$ cat src/rtl/chan_en_pkg.sv
package chan_en_pkg;
  localparam int CMD_W    = 5;
  localparam int LOCK_BIT = 7;
  localparam int TX_BIT   = 6;
  localparam int RX_BIT   = 5;

  typedef struct packed {
    logic             hit;    // write to the command address
    logic             chg;    // enable change permitted
    logic             txNew;
    logic             rxNew;
    logic [CMD_W-1:0] code;
  } cmdStrobes_t;
endpackage

$ cat src/rtl/chan_en_decode.sv
module chan_en_decode
  import chan_en_pkg::*;
#(
  parameter int ADDR_W = 8,
  parameter int DATA_W = 8,
  parameter logic [ADDR_W-1:0] CMD_ADDR = 8'h12
) (
  input  logic              wrEn,
  input  logic [ADDR_W-1:0] addr,
  input  logic [DATA_W-1:0] wrData,
  input  logic              txEnQ,
  input  logic              rxEnQ,
  output cmdStrobes_t       strb,
  output logic [DATA_W-1:0] rdData
);
  logic addrHit;
  assign addrHit = (addr == CMD_ADDR);

  always_comb begin
    strb.hit   = wrEn & addrHit;
    strb.chg   = wrEn & addrHit & wrData[LOCK_BIT];
    strb.txNew = wrData[TX_BIT];
    strb.rxNew = wrData[RX_BIT];
    strb.code  = wrData[CMD_W-1:0];
  end

  always_comb begin
    rdData = '0;
    if (addrHit) begin
      rdData[TX_BIT] = txEnQ;
      rdData[RX_BIT] = rxEnQ;
    end
  end
endmodule

$ cat src/rtl/chan_en_state.sv
module chan_en_state
  import chan_en_pkg::*;
(
  input  logic             clk,
  input  logic             rstN,
  input  cmdStrobes_t      strb,
  input  logic             txFifoEmpty,
  input  logic             txShiftBusy,
  input  logic             wakeMode,
  output logic             txEnQ,
  output logic             rxEnQ,
  output logic             txRun,
  output logic             txRdy,
  output logic             txIdle,
  output logic             rxActive,
  output logic             rxAbort,
  output logic             cmdStrobe,
  output logic [CMD_W-1:0] cmdCode
);
  logic drainDone;
  assign drainDone = ~txEnQ & ~txIdle & ~txShiftBusy & txFifoEmpty;
  assign rxActive  = rxEnQ | wakeMode;

  always_ff @(posedge clk or negedge rstN) begin
    if (!rstN) begin
      txEnQ     <= 1'b0;
      rxEnQ     <= 1'b0;
      txRun     <= 1'b0;
      txRdy     <= 1'b0;
      txIdle    <= 1'b1;
      rxAbort   <= 1'b0;
      cmdStrobe <= 1'b0;
      cmdCode   <= '0;
    end else begin
      cmdStrobe <= strb.hit;
      rxAbort   <= 1'b0;
      if (strb.hit) cmdCode <= strb.code;
      if (strb.chg) begin
        rxEnQ   <= strb.rxNew;
        rxAbort <= rxEnQ & ~strb.rxNew;
        txEnQ   <= strb.txNew;
        txRdy   <= strb.txNew;
        txIdle  <= 1'b0;
        if (strb.txNew) txRun <= 1'b1;
      end else if (drainDone) begin
        txRun  <= 1'b0;
        txIdle <= 1'b1;
      end
    end
  end
endmodule

$ cat src/rtl/uart_chan_enable.sv
module uart_chan_enable
  import chan_en_pkg::*;
#(
  parameter int ADDR_W = 8,
  parameter logic [ADDR_W-1:0] CMD_ADDR = 8'h12
) (
  input  logic              clk,
  input  logic              rstN,
  input  logic              wrEn,
  input  logic [ADDR_W-1:0] addr,
  input  logic [7:0]        wrData,
  output logic [7:0]        rdData,
  input  logic              txFifoEmpty,
  input  logic              txShiftBusy,
  input  logic              wakeMode,
  output logic              txRun,
  output logic              txRdy,
  output logic              txIdle,
  output logic              rxActive,
  output logic              rxAbort,
  output logic              cmdStrobe,
  output logic [CMD_W-1:0]  cmdCode
);
  cmdStrobes_t strb;
  logic txEnQ, rxEnQ;

  chan_en_decode #(.ADDR_W(ADDR_W), .DATA_W(8), .CMD_ADDR(CMD_ADDR)) u_dec (
    .wrEn(wrEn), .addr(addr), .wrData(wrData),
    .txEnQ(txEnQ), .rxEnQ(rxEnQ), .strb(strb), .rdData(rdData)
  );

  chan_en_state u_st (
    .clk(clk), .rstN(rstN), .strb(strb),
    .txFifoEmpty(txFifoEmpty), .txShiftBusy(txShiftBusy), .wakeMode(wakeMode),
    .txEnQ(txEnQ), .rxEnQ(rxEnQ), .txRun(txRun), .txRdy(txRdy), .txIdle(txIdle),
    .rxActive(rxActive), .rxAbort(rxAbort), .cmdStrobe(cmdStrobe), .cmdCode(cmdCode)
  );
endmodule

$ cat config.mk
export PLATFORM = sky130hd
export DESIGN_NAME = uart_chan_enable
export DESIGN_NICKNAME = d
export VERILOG_FILES = /design/src/rtl/chan_en_pkg.sv /design/src/rtl/chan_en_decode.sv /design/src/rtl/chan_en_state.sv /design/src/rtl/uart_chan_enable.sv
export SDC_FILE = /design/constraint.sdc
export NUM_CORES = 1
export LEC_CHECK = 0
export ABC_AREA = 1
export CAP_MARGIN = 20
export CORE_MARGIN = 4
export CORE_UTILIZATION = 35
export CTS_CLUSTER_DIAMETER = 120
export CTS_CLUSTER_SIZE = 10
export DETAILED_ROUTE_END_ITERATION = 6
export GPL_TIMING_DRIVEN = 0
export PLACE_DENSITY_LB_ADDON = 0.25
export SYNTH_ARGS = -nofsm -noshare
export SYNTH_HDL_FRONTEND = slang
export SYNTH_SLANG_ARGS = --single-unit
$ cat constraint.sdc
create_clock -name clk -period 2.09 [get_ports clk]
set_input_delay 0.418 -clock clk [delete_from_list [all_inputs] [get_ports clk]]
set_output_delay 0.418 -clock clk [all_outputs]
set_load 0.01 [all_outputs]
==> metrics.csv <==
metric;value;unit
outcome;complete, no violations;
path_max_fanout;8;
crit_path_end_kind;output port;
yosysSeqAreaShare;0.499;
area_growth;74.5;%
multi_input_area;218;µm²
dr_total_vias;562;
cts_tree;yes;
antenna_found_initial;0;
reg2reg_slack;1.05;ns
finalMaxSlewViolations;0;
grt_overflow;0;
htreeDepth;1;
die_width;47.8;µm
avgSynthCellArea;8.40;µm²
mostFrequentLayoutCells;clkdlybuf4s50_1 (32), nand2_1 (19), dfrtp_1 (10);
dp_hpwl;1160;µm
wl;1400;µm
critPathMaxStageDelay;0.46;ns
max-cap-violations;0;
finalSetupTns;0;ns
seqCellArea;277;µm²
gp_congestion;0.674;
total_power;0.483;mW
critPathRequiredTime;1.67;ns
synth.distinct_cells;17;
core;0.00151;mm²
cts_made_buffers;3;
final_hold_viol_count;0;
post-route-period-util;0.946;
syn_inst;66;
die_area;0.00228;mm²
clk_latency;0.26;ns
cp_slowest_cell;clkdlybuf4s50_1;
crit_start;addr[1];
die_h;47.8;µm
power_leakage;0.502;nW
dp_cells;121;
drive_above_1_share;0.180;
power_density;499;mW/mm²
cp.arrival;1.56;ns
yosysTopAreaCell;dfrtp_1;
rr_worst_depth;4;
path_delay_family;buffers and inverters;
setup_viol;0;
crit_top_cell;nor2_1;
antenna_cells;0;
ant_nets;0;
timing.fmax;506;MHz
start_kind;input port;
final_common_cell;clkdlybuf4s50_1;
ioPinCount;41;
cts.sinks;11;
hold_ws;0.474;ns
finClkSkew;0.000104;ns
synth_area_leaders;dfrtp_1 (45%), nand2_1 (13%), buf_4 (8.1%), inv_1 (5.4%), dfstp_2 (4.7%);
min_path_type;in2async;
clockRootBuffer;clkbuf_4;
period_needed;1.98;ns
avgViaCountPerCell;4.43;
cts_hold_buf;0;
routedWlPerCell;11.0;µm
postLayoutCoreUtil;0.642;
crit_path_cell_trace;clkdlybuf4s50_1 > inv_1 > nor2_1 > nand2_1 > nor2_4 > inv_4 > nor2_1 > clkbuf_2;
portBuffers;34;
drt_first_pass_iters;4;
cp.buffers_inverters;4;
nets;134;
vdd_drop_max;0.434;mV
drcViolationCount;0;
syn_area;554;µm²
worstSetupPathType;in2out;
cts.clk_slew.worst_paths;0.06;ns
drt_iter0_markers;3;
yosysTopAreaCellShare;0.451;
grt_use_total;0.136;
initial_core_util;0.368;
grt_max_degree;12;
num_rows;14;
grt_pass1_vias;510;
grt_pass1_wl;2150;µm
worstSetupPathDepth;8;
ys_ff_latch;11;
fillers;136;
synth-warning-count;0;
final_cells;127;
clk_path_buf_depth;2;
rsz0062_at_grt;no;
timing.rr.start;u_st.txEnQ$_DFFE_PN0P_;
==> sequential cells by signal, summed over array words and instances, names as in the netlist <==
register,cells
u_st.cmdCode,5
u_st.cmdStrobe,1
u_st.rxAbort,1
u_st.rxEnQ,1
u_st.txEnQ,1
u_st.txIdle,1
u_st.txRun,1
==> routing by layer <==
metal / vias to the layer above / global-route usage / routed length (µm)
li1: 281 / - / -
met1: 257 / 0.157 / 499
met2: 22 / 0.240 / 755
met3: 2 / 0.0338 / 121
met4: 0 / 0.0484 / 19
met5: - / 0 / 0
==> final cells by class <==
cell class	instances	area share
inverter	9	0.0375
clock buffer	4	0.0272
buffer	6	0.0466
multi-input combinational	45	0.225
sequential	11	0.286
timing repair buffer	36	0.357
tap	16	0.0207
==> cell usage after synthesis, drive strengths merged <==
master and instances:
dfstp 1, nor3 1, nor2 9, nand2 19
nor4 1, dfrtp 10, or2 1, nand3 1
inv 9, o21ai 5, nand4 1, buf 6
a21oi 1, conb 1
==> where the power goes <==
| group | total [mW] | switching [mW] | internal (mW) |
|---|---|---|---|
| Clock | 0.136 | 0.0626 | 0.0737 |
| Sequential | 0.235 | 0.00774 | 0.227 |
| Combinational | 0.111 | 0.0420 | 0.0694 |
| Total | 0.483 | 0.112 | 0.370 |
==> path summary, 6_finish.rpt <==
path                                               end
max reg2reg                     u_st.txRun$_DFFE_PN0P_
min reg2reg                u_st.cmdCode[3]$_DFFE_PN0P_
max in group asynchronous      u_st.txIdle$_DFFE_PN1P_
min in group clk           u_st.cmdCode[3]$_DFFE_PN0P_
min                             u_st.rxAbort$_DFF_PN0_
max                                          rdData[5]
==> what timing repair did <==
action,4_1_cts,5_1_grt
setup buffers,0,2
resized for setup,5,3
setup endpoints to repair,2,2
pin swaps,1,2
==> worst reg2reg max path: cells and delay by family (launching register included) <==
kind	cells	cell delay, ns
flip-flops	1	0.41
AND/OR/NAND/NOR	3	0.49
buffers and inverters	1	0.04
==> metrics by stage <==
| step | cell area, µm² | setup slack [ns] |
|---|---|---|
| 3_3_place_gp | 933 | -0.275 |
| 3_5_place_dp | 933 | -0.320 |
| 2_1_floorplan | 573 | 0.684 |
| 4_1_cts | 961 | 0.00147 |
| 6_report | 967 | 0.113 |
| 5_1_grt | 967 | 0.00993 |
==> cells by family after synthesis <==
family / count (synthesis) / synth area share
AO/OA/AOI/OAI: 6 / 0.0542
other: 1 / 0.00677
flip-flops: 11 / 0.499
AND/OR/NAND/NOR: 33 / 0.293
buffers and inverters: 15 / 0.147
Note: power is estimated with default switching activity, not from simulation.
